$ cat config.mk
export PLATFORM = sky130hd
export DESIGN_NAME = mem_bus_ctrl
export DESIGN_NICKNAME = d
export VERILOG_FILES = /design/src/rtl/mbc_pkg.sv /design/src/rtl/mbc_fsm.sv /design/src/rtl/mbc_bus_regs.sv /design/src/rtl/mbc_rsp.sv /design/src/rtl/mem_bus_ctrl.sv
export SDC_FILE = /design/constraint.sdc
export NUM_CORES = 1
export LEC_CHECK = 0
export CAP_MARGIN = 10
export CORE_UTILIZATION = 45
export CTS_CLUSTER_SIZE = 30
export DETAILED_ROUTE_END_ITERATION = 6
export GPL_ROUTABILITY_DRIVEN = 1
export HOLD_SLACK_MARGIN = 0.1
export PLACE_DENSITY = 0.86
export SETUP_SLACK_MARGIN = 0.02
export SLEW_MARGIN = 10
export SYNTH_ARGS = -nofsm -noshare
export SYNTH_HDL_FRONTEND = slang
export SYNTH_SLANG_ARGS = --single-unit
$ cat constraint.sdc
create_clock -name clk -period 2.55 [get_ports clk]
set_input_delay 0.51 -clock clk [delete_from_list [all_inputs] [get_ports clk]]
set_output_delay 0.51 -clock clk [all_outputs]
set_load 0.02 [all_outputs]
$ cat src/rtl/mbc_pkg.sv
package mbc_pkg;
    typedef enum logic [1:0] {
        ST_IDLE = 2'd0,
        ST_ADDR = 2'd1,
        ST_T1   = 2'd2,
        ST_T2   = 2'd3
    } bus_state_e;
endpackage

$ cat src/rtl/mbc_fsm.sv
module mbc_fsm
    import mbc_pkg::*;
(
    input  logic       clk,
    input  logic       rst_n,
    input  logic       req_valid,
    input  logic       bus_ready,
    output logic       idle,
    output logic       accept,
    output logic       enter_t1,
    output logic       finish
);
    typedef struct packed {
        bus_state_e st;
    } fsm_t;

    fsm_t r_d, r_q;

    always_comb begin
        r_d      = r_q;
        idle     = (r_q.st == ST_IDLE);
        accept   = idle && req_valid;
        enter_t1 = (r_q.st == ST_ADDR);
        finish   = (r_q.st == ST_T2) && bus_ready;
        unique case (r_q.st)
            ST_IDLE: if (req_valid) r_d.st = ST_ADDR;
            ST_ADDR: r_d.st = ST_T1;
            ST_T1:   r_d.st = ST_T2;
            ST_T2:   if (bus_ready) r_d.st = ST_IDLE;
            default: r_d.st = ST_IDLE;
        endcase
    end

    always_ff @(posedge clk) begin
        if (!rst_n) r_q.st <= ST_IDLE;
        else        r_q    <= r_d;
    end
endmodule

$ cat src/rtl/mbc_bus_regs.sv
module mbc_bus_regs #(
    parameter int AW = 32,
    parameter int DW = 32
) (
    input  logic          clk,
    input  logic          rst_n,
    input  logic          accept,
    input  logic          enter_t1,
    input  logic          finish,
    input  logic          req_write,
    input  logic          req_fetch,
    input  logic [AW-1:0] req_addr,
    input  logic [DW-1:0] req_wdata,
    output logic [AW-1:0] bus_addr,
    output logic [DW-1:0] bus_wdata,
    output logic          bus_rd,
    output logic          bus_wr,
    output logic          bus_fetch,
    output logic          bus_doe,
    output logic          op_write
);
    typedef struct packed {
        logic [AW-1:0] addr;
        logic [DW-1:0] wdata;
        logic          is_wr;
        logic          is_fetch;
        logic          rd;
        logic          wr;
        logic          fetch;
        logic          doe;
    } regs_t;

    regs_t r_d, r_q;

    always_comb begin
        r_d = r_q;
        if (accept) begin
            r_d.addr     = req_addr;
            r_d.wdata    = req_wdata;
            r_d.is_wr    = req_write;
            r_d.is_fetch = req_fetch && !req_write;
        end
        if (enter_t1) begin
            r_d.rd    = !r_q.is_wr;
            r_d.wr    = r_q.is_wr;
            r_d.fetch = r_q.is_fetch;
            r_d.doe   = r_q.is_wr;
        end
        if (finish) begin
            r_d.rd    = 1'b0;
            r_d.wr    = 1'b0;
            r_d.fetch = 1'b0;
            r_d.doe   = 1'b0;
        end
    end

    always_ff @(posedge clk) begin
        if (!rst_n) r_q <= '0;
        else        r_q <= r_d;
    end

    assign bus_addr  = r_q.addr;
    assign bus_wdata = r_q.wdata & {DW{r_q.doe}};
    assign bus_rd    = r_q.rd;
    assign bus_wr    = r_q.wr;
    assign bus_fetch = r_q.fetch;
    assign bus_doe   = r_q.doe;
    assign op_write  = r_q.is_wr;
endmodule

$ cat src/rtl/mbc_rsp.sv
module mbc_rsp #(
    parameter int DW = 32
) (
    input  logic          clk,
    input  logic          rst_n,
    input  logic          finish,
    input  logic          op_write,
    input  logic [DW-1:0] bus_rdata,
    output logic          rsp_done,
    output logic [DW-1:0] rsp_rdata
);
    typedef struct packed {
        logic [DW-1:0] rdata;
    } rsp_t;

    rsp_t r_d, r_q;
    logic take;

    always_comb begin
        r_d  = r_q;
        take = finish && !op_write;
        if (take) r_d.rdata = bus_rdata;
    end

    always_ff @(posedge clk) begin
        if (!rst_n) r_q <= '0;
        else        r_q <= r_d;
    end

    assign rsp_done  = finish;
    assign rsp_rdata = take ? bus_rdata : r_q.rdata;
endmodule

$ cat src/rtl/mem_bus_ctrl.sv
module mem_bus_ctrl #(
    parameter int AW = 32,
    parameter int DW = 32
) (
    input  logic          clk,
    input  logic          rst_n,
    input  logic          req_valid,
    input  logic          req_write,
    input  logic          req_fetch,
    input  logic [AW-1:0] req_addr,
    input  logic [DW-1:0] req_wdata,
    output logic          req_ready,
    output logic          rsp_done,
    output logic [DW-1:0] rsp_rdata,
    output logic [AW-1:0] bus_addr,
    output logic          bus_rd,
    output logic          bus_wr,
    output logic          bus_fetch,
    output logic [DW-1:0] bus_wdata,
    output logic          bus_doe,
    input  logic          bus_ready,
    input  logic [DW-1:0] bus_rdata
);
    logic accept, enter_t1, finish, op_write;

    mbc_fsm u_fsm (
        .clk      (clk),
        .rst_n    (rst_n),
        .req_valid(req_valid),
        .bus_ready(bus_ready),
        .idle     (req_ready),
        .accept   (accept),
        .enter_t1 (enter_t1),
        .finish   (finish)
    );

    mbc_bus_regs #(.AW(AW), .DW(DW)) u_regs (
        .clk      (clk),
        .rst_n    (rst_n),
        .accept   (accept),
        .enter_t1 (enter_t1),
        .finish   (finish),
        .req_write(req_write),
        .req_fetch(req_fetch),
        .req_addr (req_addr),
        .req_wdata(req_wdata),
        .bus_addr (bus_addr),
        .bus_wdata(bus_wdata),
        .bus_rd   (bus_rd),
        .bus_wr   (bus_wr),
        .bus_fetch(bus_fetch),
        .bus_doe  (bus_doe),
        .op_write (op_write)
    );

    mbc_rsp #(.DW(DW)) u_rsp (
        .clk      (clk),
        .rst_n    (rst_n),
        .finish   (finish),
        .op_write (op_write),
        .bus_rdata(bus_rdata),
        .rsp_done (rsp_done),
        .rsp_rdata(rsp_rdata)
    );
endmodule

==> flow_metrics.tcl <==
set metrics [dict create \
    slew_violations 0 \
    crit_type "register to output pin" \
    finalClockSkew_ns 0.0105 \
    rsz0062_at_grt "false" \
    cp-end-kind "output pin" \
    grt_pass1_vias 3703 \
    regArea_um2 2060 \
    slowest_stage "dfxtp_2" \
    drc_errors 0 \
    synth_commonest_cells "134 x nand2_1, 103 x dfxtp_1, 66 x a21boi_0, 66 x and2_1, 34 x buf_4" \
    maxCapViolCount 0 \
    wl_per_cell_um 14.6 \
    ys_seq_area_share_pct 45.6 \
    tightestPinTransition_ns 0.463 \
    cp_num_buf_inv 2 \
    synth_edf_count 0 \
    grt_usage_pct 21.6 \
    placed_area_um2 6430 \
    arrival_ns 1.93 \
    antenna_cells 0 \
    p_leak_uw 0.00276 \
    synth_area_leaders "dfxtp_1 46%, nand2_1 11%, a21boi_0 11%" \
    layout.nets 755 \
    ant_nets 0 \
    dp_cells 770 \
    grt_start_max_net_pins 73 \
    ys_ff_latch 103 \
    syn2layout_area_growth_pct 46.2 \
    status "completed" \
    syn_avg_cell_area_um2 9.29 \
    grt_first_pass_wirelength_mm 17.5 \
    pre_cts_slack_ns -0.204 \
    cp_top_family "buffers and inverters" \
    htreeDepth 3 \
    dpl.hpwl_mm 8.17 \
    syn_nets 593 \
    die_area_um2 10500 \
    fp.coreArea_um2 9770 \
    drive_gt1_share_pct 9.94 \
    synth_area_um2 4520 \
    std_cell_rows 36 \
    yosysMostFrequentCell "nand2_1" \
    yosysTopAreaCellShare_pct 45.6 \
    gp_congestion 0.713 \
    via_per_inst 4.71 \
    finalWorstSetupSlack_ns 0.106 \
    netlist_instances 487 \
    vias 3704 \
    path_max_fanout 10 \
    stdcell_count 787 \
    cts_tree "yes" \
    setup_violations 0 \
    drt_pass1_iterations 6 \
    pin_count 204 \
    clockBufferDepth 2 \
    port_buffers 203 \
    multi_input_area_um2 2050 \
    finalHoldViolations 0 \
    crit_chain "ha_2 > nand3b_4 > clkbuf_16 > mux2_4 > dlygate4sd2_1" \
    clk_pin_slew_ns 0.10 \
    max_stage_delay_ns 0.37 \
    period_needed_ns 2.44 \
    fmax_mhz 409 \
    synth_cell_types 21 \
    cts-root-buf "clkbuf_8" \
    drtIter0Drc 96 \
    die_w_um 102 \
    worst_hold_path_type "register to register" \
    drt_wl_total_mm 11.5 \
    num-fill-cells 798 \
    pwr_density_cell_nw_per_um2 625 \
    cts_buffers 9 \
    cts_num_sinks 103 \
    clk_latency_ns 0.36 \
    initial_core_util_pct 46.3 \
    yosys_warnings 0 \
    grt_overflow 0 \
    async_flop_share_pct 0 \
    post-route-cell-area_um2 6620 \
    period_share_pct 95.8 \
    irDropWorstVdd_uv 392 \
    antenna_found_initial 0 \
    crit_path_start_kind "register" \
    synth_flop_cell "dfxtp_1" \
    die-height_um 102 \
    synth_area_leader_cell "dfxtp_1" \
    required_ns 2.04 \
    slew_headroom_pct 69.1 \
    ctsHoldBuffers 0 \
]
[layer usage]
| layer | up-vias | GRT usage, % | part of all wire, % |
|---|---|---|---|
| li1 | 1838 | - | - |
| met1 | 1738 | 23.4 | 39 |
| met2 | 116 | 40.2 | 53 |
| met3 | 12 | 6.70 | 6.4 |
| met4 | 0 | 6.15 | 1.2 |
| met5 | - | 0 | 0 |
[area by class of cell]
type / instances / share of cell area [%]
clock buffer: 12 / 2.19
clock inverter: 4 / 0.473
inverter: 4 / 0.227
multi-input combinational: 316 / 31.0
sequential: 103 / 31.2
tap: 133 / 2.52
timing repair buffer: 215 / 32.4
[timing repair]
action                                 CTS  global route
resized for setup                       34            15
setup endpoints to repair               32            32
pin swaps                                0             1
setup buffers                            0             0
gates cloned                             0             1
endpoints found under the hold margin    0             0
[registers in the layout (all words and copies together) (netlist names)]
register          cells
u_regs.bus_rd         1
u_regs.bus_addr      32
u_rsp.r_q            32
u_regs.bus_fetch      1
u_fsm.r_q             2
u_regs.op_write       1
u_regs.bus_wr         1
u_regs.r_q           33
[path summary, 6_finish.rpt]
kind,from,end,slack (ns),cells past startpoint
max,u_fsm.r_q[0]$_SDFFE_PN0P_,rsp_rdata[26],0.11,5
min,u_regs.r_q[13]$_SDFFE_PN0P_,u_regs.r_q[13]$_SDFFE_PN0P_,0.46,2
max reg2reg,u_fsm.r_q[0]$_SDFFE_PN0P_,u_regs.r_q[30]$_SDFFE_PN0P_,0.94,6
min reg2reg,u_regs.r_q[13]$_SDFFE_PN0P_,u_regs.r_q[13]$_SDFFE_PN0P_,0.46,2
[layout by cell type (no fill, tap or decap)]
cell type and n:
a21boi_0 66, clkbuf_1 2, clkinvlp_4 3, nand2_1 133, and2_2 1, inv_1 4, buf_6 1, ha_2 1
a21oi_1 1, nand3b_1 1, mux2i_1 4, nand2_2 1, clkdlybuf4s15_1 12, nor2b_1 1, clkbuf_16 1, clkbuf_8 10
and2_1 65, clkinv_4 1, o21a_1 1, buf_4 8, mux2_4 30, buf_2 1, o31a_1 1, dfxtp_1 101
dfxtp_2 2, dlygate4sd2_1 20, dlymetal6s2s_1 1, nor2_1 3, buf_12 2, clkdlybuf4s50_1 169, mux2_2 2, nand3b_4 1
ha_1 3, nand2b_1 1
[metrics by stage]
step	total power, uW	utilization (%)	hold WS, ns	setup TNS, ns
after floorplan	2790	-	0.439	0
after global placement	3220	65.8	0.445	-4.72
after detailed placement	3270	65.8	0.453	-5.56
after CTS	4180	67.2	0.467	0
after global routing	4370	67.7	0.484	0
final	4130	67.7	0.463	0
[cells by family after synthesis]
| group | share of synthesized area, % |
|---|---|
| flops | 45.6 |
| buf+inv | 9.18 |
| mux | 11.3 |
| fa+ha+maj | 1.11 |
| simple gates | 21.4 |
| compound gates | 11.4 |
[worst min-delay path: stages, from the launching register on]
cell	delay (ns)
dfxtp_1	0.32
nand2_1	0.04
a21boi_0	0.06
[report_power, final]
group / switching [uW] / internal [uW]
clock network: 539 / 385
logic: 683 / 611
registers: 101 / 1810
Power figures use the tool's default switching activity.
